[config.mk]
export PLATFORM = sky130hd
export DESIGN_NAME = rx_dest_filter
export DESIGN_NICKNAME = d
export VERILOG_FILES = /design/src/rtl/rxf_pkg.sv /design/src/rtl/rxf_addr_class.sv /design/src/rtl/rxf_table_match.sv /design/src/rtl/rxf_priority.sv /design/src/rtl/rx_dest_filter.sv
export SDC_FILE = /design/constraint.sdc
export NUM_CORES = 1
export LEC_CHECK = 0
export BUFFER_PORTS_ARGS = -buffer_cell sky130_fd_sc_hd__buf_4
export CORE_AREA = 2 2 334 336
export CTS_BUF_LIST = sky130_fd_sc_hd__clkbuf_8
export CTS_CLUSTER_DIAMETER = 80
export DETAILED_ROUTE_END_ITERATION = 8
export DIE_AREA = 0 0 336 338
export PLACE_DENSITY = 0.38
export REMOVE_ABC_BUFFERS = 1
export SLEW_MARGIN = 25
export SYNTH_ARGS = -nofsm -noshare
export SYNTH_HDL_FRONTEND = slang
export SYNTH_HIERARCHICAL = 1
export SYNTH_SLANG_ARGS = --single-unit
[constraint.sdc]
create_clock -name clk -period 2.2 [get_ports clk]
set_input_delay 0.33 -clock clk [delete_from_list [all_inputs] [get_ports clk]]
set_output_delay 0.33 -clock clk [all_outputs]
set_load 0.02 [all_outputs]
[src/rtl/rxf_pkg.sv]
package rxf_pkg;
  localparam int unsigned TYPE_W      = 16;
  localparam int unsigned TYPE_MC_BIT = 8;
  localparam int unsigned TYPE_BC_BIT = 7;
  localparam int unsigned GROUP_BIT   = 0;

  typedef struct packed {
    logic       accept;
    logic [TYPE_W-1:0] ptype;
  } rxf_result_t;
endpackage

[src/rtl/rxf_addr_class.sv]
module rxf_addr_class #(
  parameter int unsigned ADDR_BYTES = 6,
  localparam int unsigned ADDR_W = 8 * ADDR_BYTES
) (
  input  logic [ADDR_W-1:0] addr,
  output logic              is_group,
  output logic              is_bcast
);
  logic [ADDR_BYTES-1:0] byte_ones;

  for (genvar b = 0; b < ADDR_BYTES; b++) begin : g_byte
    assign byte_ones[b] = &addr[8*b +: 8];
  end

  assign is_group = addr[rxf_pkg::GROUP_BIT];
  assign is_bcast = &byte_ones;
endmodule

[src/rtl/rxf_table_match.sv]
module rxf_table_match #(
  parameter int unsigned ADDR_BYTES = 6,
  parameter int unsigned ENTRIES    = 16,
  localparam int unsigned ADDR_W = 8 * ADDR_BYTES
) (
  input  logic [ADDR_W-1:0]         addr,
  input  logic [ENTRIES*ADDR_W-1:0] entries,
  input  logic [ENTRIES-1:0]        enable,
  output logic                      any_hit
);
  logic [ENTRIES-1:0] hit_vec;

  for (genvar e = 0; e < ENTRIES; e++) begin : g_ent
    assign hit_vec[e] = enable[e] && (entries[e*ADDR_W +: ADDR_W] == addr);
  end

  assign any_hit = |hit_vec;
endmodule

[src/rtl/rxf_priority.sv]
module rxf_priority
  import rxf_pkg::*;
(
  input  logic        promisc,
  input  logic        all_mcast,
  input  logic        bcast_ok,
  input  logic        is_group,
  input  logic        is_bcast,
  input  logic        table_hit,
  output rxf_result_t result
);
  always_comb begin
    result = '0;
    if (promisc && !is_group) begin
      result.accept = 1'b1;
    end else if (all_mcast && is_group) begin
      result.accept = 1'b1;
      result.ptype[TYPE_MC_BIT] = 1'b1;
    end else if (bcast_ok && is_bcast) begin
      result.accept = 1'b1;
      result.ptype[TYPE_BC_BIT] = 1'b1;
    end else if (table_hit) begin
      result.accept = 1'b1;
    end
  end
endmodule

[src/rtl/rx_dest_filter.sv]
module rx_dest_filter
  import rxf_pkg::*;
#(
  parameter int unsigned ADDR_BYTES = 6,
  parameter int unsigned ENTRIES    = 16,
  localparam int unsigned ADDR_W = 8 * ADDR_BYTES
) (
  input  logic                      clk,
  input  logic                      rst,
  input  logic                      dst_valid,
  input  logic [ADDR_W-1:0]         dst_addr,
  input  logic                      cfg_promisc,
  input  logic                      cfg_all_mcast,
  input  logic                      cfg_bcast_ok,
  input  logic [ENTRIES*ADDR_W-1:0] tbl_entries,
  input  logic [ENTRIES-1:0]        tbl_enable,
  output logic                      res_valid,
  output logic                      res_accept,
  output logic [TYPE_W-1:0]         res_type
);
  logic        grp_w;
  logic        bc_w;
  logic        hit_w;
  rxf_result_t next_res;

  rxf_addr_class #(.ADDR_BYTES(ADDR_BYTES)) u_class (
    .addr     (dst_addr),
    .is_group (grp_w),
    .is_bcast (bc_w)
  );

  rxf_table_match #(.ADDR_BYTES(ADDR_BYTES), .ENTRIES(ENTRIES)) u_match (
    .addr    (dst_addr),
    .entries (tbl_entries),
    .enable  (tbl_enable),
    .any_hit (hit_w)
  );

  rxf_priority u_prio (
    .promisc   (cfg_promisc),
    .all_mcast (cfg_all_mcast),
    .bcast_ok  (cfg_bcast_ok),
    .is_group  (grp_w),
    .is_bcast  (bc_w),
    .table_hit (hit_w),
    .result    (next_res)
  );

  always_ff @(posedge clk) begin
    if (rst) begin
      res_valid  <= 1'b0;
      res_accept <= 1'b0;
      res_type   <= '0;
    end else begin
      res_valid <= dst_valid;
      if (dst_valid) begin
        res_accept <= next_res.accept;
        res_type   <= next_res.ptype;
      end
    end
  end
endmodule

# ---- After elaboration in Yosys (flattened, before gate mapping)
# Index checks and enable logic that the tools add are counted.
dict set report totals {
  elab_cells 49
  out_inout_bits 18
  regBits 4
}
dict set report classes {
  muxes 8
  reduce_logical 22
  eq_ne 16
}
# op count
set ops {}
lappend ops {{$eq 48x48->1} 16}
lappend ops {{$reduce_and 48->1} 1}
lappend ops {{$logic_and 1x1->1} 19}
lappend ops {{$reduce_or 16->1} 1}
lappend ops {{$mux 1} 7}
lappend ops {{$mux 2} 1}
lappend ops {{$logic_not 1->1} 1}

# ---- Longest topological paths before layout
dict set report logic_depth {
  depth_word 7
  ltp_mapped 13
  mapped_depth_nobuf 11
}

# ---- By module
# The synthesis kept the hierarchy.
# mod seq_area_each_um2 area_each_um2 cells_per_inst n_inst
set by_module_without_submodules {}
lappend by_module_without_submodules {rxf_table_match 0.0 9334.0 1177 1}
lappend by_module_without_submodules {rx_dest_filter 360.3 641.9 57 1}
lappend by_module_without_submodules {rxf_priority 0.0 141.4 20 1}
lappend by_module_without_submodules {rxf_addr_class 0.0 107.6 17 1}

# ---- Worst setup path before layout
# No wires, ideal clock.
dict set report synth_timing {
  kind {input to register}
  startpoint {input dst_addr[0]}
  endpoint {register res_accept}
  path_slack_ps 275
  cell_stages 13
  required_time_ps 2084
  n_path_buf 2
  setup_time_ps 116
  t_arrival_ps 1809
  path_cell_list {buf_2 > buf_6 > inv_1 > o22ai_1 > nor3_1 > nand4_1 > o22ai_1 > nor4_1 > nand4_1 > a21oi_1 > nand2_1 > mux2i_1 > nor2_1}
}
# item line_no
set synth_rtl {}
lappend synth_rtl {{start, declared} rx_dest_filter.sv:11} ;# input logic [ADDR_W-1:0] dst_addr,
lappend synth_rtl {{end signal, assigned} rx_dest_filter.sv:57} ;# res_accept <= next_res.accept;
lappend synth_rtl {{end, declared} rx_dest_filter.sv:18} ;# output logic res_accept,

==> metrics <==
outcome finished, violations left; failing checks setup timing; setup TNS -0.467 ns; CP Data Arrival Time 2.87 ns; cts hold-fix bufs 0; Seq/Total Area, Yosys 3.52%; Longest Clk Path Bufs 2; vias in the first global route 15200; #FFs+latches synth 18; Final Max Tran Viols 0; startpoint types primary input; post-route setup slack -0.467 ns; gp weighted congestion 0.895; Post-DRT Antenna Nets 0; Port Buffers 855; Congestion Overflow GR 0; first-pass GRT wire length 148 mm; Least-Margin Pin Slew 0.731 ns; Layout area overhead 109%; combinational group share of total power 87.5%; Yosys warning total 6; power share of the sequential group 6.7%; period utilisation layout 121%; number of filler cells placed in the layout 12400; Simple-Gate Fraction of Synth Area 17.3%; DR iter-0 viols 810; WS Path Type in2reg; Site Rows 122; H-Tree Depth 1; crit-path max FO 7; setup violators final 1; die outline area 0.114 mm^2; vias post-DR 14100; vias per std cell 3.69; Die Height 338 um; Skew-Pair Late Insertion Delay 0.26 ns; Ports 856; Slowest Stage Delay on Critical Path 0.38 ns; critical path's most frequent cell nand4_1; adder-cell share of the synthesized area 0%; largest net degree at the start of global routing 19; layout cells sized above 1 51.5%; Largest delay share family, worst path simple AND/OR/NAND/NOR gates; Final Hold Viols 0; area of the multi-input gates 0.00906 mm^2; Leakage 9.04 nW; ys async rst share 0%; Fin Hold WS 0.399 ns; r2r setup slk 1.57 ns; Synth Flop Type dfxtp_1; RR Startpoint res_type[7]$_SDFFE_PP0P_; Required @ worst endpoint 2.40 ns; net switching power of the design 0.00236 W; Post-synth EDFFs 0; Num Clock Sinks 18; cells along the critical path buf_4 -> buf_12 -> xnor2_2 -> nand4_1 -> nor4_1 -> nand4_1 -> buf_4 -> o22ai_2 -> nor4_2 -> buf_12 -> nand4_1 -> a21oi_1 -> nand2_1 -> mux2i_1 -> nor2_1; fin nets 3177; CTS buffer count 3; WHS Path Cells 2; max cap viols 0; compound-gate portion of the synthesized area 4.63%; Power per Cell Area 247 mW/mm^2; Final min period 2.67 ns; Crit. End Element flip-flop; area leader, netlist xnor2_1; Avg WL per Cell 31.3 um; TritonRoute pass-1 iters 5; min-delay worst type in2reg; hold endpoint res_type[6]$_SDFFE_PP0P_; post-synthesis mux area share 1.76%; sw frac 44.7%; Die X 336 um; Clock Power Share 5.8%; critical path's slowest cell nand4_1; GR Util All Layers 20.1%; hold_sp rst; drc violations 0; Clock Tree Root clkbuf_8; Max Clock Skew 0 ns; Mapped Area 0.0102 mm^2; Initial Utilization 9.29%; Seq. cell area 360 um^2; Cell variety after synth 41; Worst-path clk slew 0.10 ns; fmax 375 MHz; largest family of logic cells by synthesized area XOR/XNOR gates; post-synth top area share 39.7%; Synth Area per Inst 8.04 um^2; Syn Inst Count 1271; FF-to-FF path depth 2; XOR/XNOR Fraction of Synth Area 61.9%; initial antenna violation count 24; CP bufs+invs 4; core footprint 0.110 mm^2; Area contributors post-synth xnor2_1, xor2_1, nand4_1; RR Endpoint res_type[7]$_SDFFE_PP0P_; unrepaired setup endpoints after global routing true; Slew headroom 51.0%; TritonCTS clock tree done; Internal Power 0.00293 W; Final Routed Wirelength 120 mm; half-perimeter wire length after placement 108 mm; maximum vdd drop 0.000232 V
-- state kept, by name (all words and copies together), names as in the netlist --
signal / cells
res_type: 16
res_accept: 1
res_valid: 1
-- area by class of cell --
cell class | instances | area share (%)
Timing Repair Buffer | 1165 | 46.2
Multi-Input combinational cell | 1111 | 42.4
Tap cell | 1488 | 8.70
Sequential cell | 18 | 1.68
Inverter | 40 | 0.702
Clock buffer | 4 | 0.257
Antenna cell | 7 | 0.0819
-- worst register-to-register path, delay by kind of cell, from the launching register on --
kind / cells / cell delay (ns)
muxes: 1 / 0.13
and+or+nand+nor: 1 / 0.05
DFF: 1 / 0.34
-- stage by stage --
| step | utilization [%] | total power (W) | cell area (um^2) | worst slack (ns) | std cells |
|---|---|---|---|---|---|
| 3_3_place_gp | 18.9 | 0.00493 | 20800 | -1.99 | 3816 |
| 4_1_cts | 19.4 | 0.00533 | 21300 | -0.656 | 3827 |
| 6_report | 19.4 | 0.00529 | 21400 | -0.467 | 3833 |
| 2_1_floorplan | - | 0.00164 | 9320 | 0.509 | 1169 |
| 5_1_grt | 19.4 | 0.00555 | 21400 | -0.641 | 3829 |
| 3_5_place_dp | 18.9 | 0.00492 | 20900 | -1.96 | 3816 |
-- Yosys cell counts, types with 2 or more instances --
cell type and count:
nand2_1 9, o21ai_0 6, and3_1 3, nand3_1 10
a2111oi_0 2, nor4_1 89, nand4_1 145, o221ai_1 3
dfxtp_1 18, buf_12 2, nor3_1 16, buf_6 38
mux2i_1 18, o211ai_1 2, nor2_1 20, a221o_1 2
xnor2_1 463, inv_1 40, xnor2_2 5, a21oi_1 3
o22ai_1 16, buf_2 32, a22oi_1 7, buf_4 42
a221oi_1 7, o2bb2ai_1 7, a222oi_1 3, xor2_1 250
-- power groups by stage --
stage                     sequential [W]  combinational [W]  clock (W)
after CTS                       0.000353            0.00466   0.000316
after global placement          0.000360            0.00457          0
final                           0.000353            0.00463   0.000307
after global routing            0.000355            0.00487   0.000320
after detailed placement        0.000360            0.00456          0
after floorplan                 0.000382            0.00126          0
-- layout by cell type, fill, tap and decap left out, types with 9 or more instances in the layout --
cell type  synthesis  routed
nor4_1            89      81
xnor2_2            5      16
buf_12             2      80
nor2_1            20      20
xor2_1           250     248
nand4_1          145     145
nand3_1           10      10
conb_1             1      14
xnor2_1          463     449
mux2i_1           18      18
dfxtp_1           18      18
buf_4             42    1061
inv_1             40      40
nand2_1            9       9
buf_6             38      17
nor3_1            16      16
o22ai_1           16      13
-- worst max path at each step --
stage                      from                 endpoint  slack (ns)  depth (start not counted)
5_1_grt            dst_addr[41]  res_accept$_SDFFE_PP0P_       -0.64                         14
4_1_cts            dst_addr[37]  res_accept$_SDFFE_PP0P_       -0.66                         16
3_3_place_gp        dst_addr[6]  res_accept$_SDFFE_PP0P_       -1.99                         15
3_5_place_dp        dst_addr[6]  res_accept$_SDFFE_PP0P_       -1.96                         15
6_report           dst_addr[46]  res_accept$_SDFFE_PP0P_       -0.47                         15
2_1_floorplan  tbl_entries[509]  res_accept$_SDFFE_PP0P_        0.51                         11
-- cell families (layout without fill, tap and decap cells) --
| logic type | Yosys count | in the layout |
|---|---|---|
| other | 1 | 21 |
| buffers and inverters | 155 | 1209 |
| muxes | 18 | 18 |
| xor gates and xnor gates | 718 | 718 |
| AOI/OAI and AO/OA | 63 | 63 |
| DFF | 18 | 18 |
| and+or+nand+nor | 298 | 298 |
-- metal layers --
| layer | part of all wire, % | track usage, % | vias up |
|---|---|---|---|
| met4 | 2.6 | 4.76 | 16 |
| met3 | 6.1 | 3.12 | 94 |
| met2 | 49 | 35.6 | 744 |
| met1 | 42 | 25.4 | 6822 |
| met5 | 0.091 | 0 | - |
| li1 | - | - | 6467 |
-- what timing repair did --
action,4_1_cts,5_1_grt
pin swaps,19,14
setup buffers,7,0
gates resized for setup,63,14
setup endpoints to repair,1,1
No activity file was read; power rests on OpenSTA's default activity.
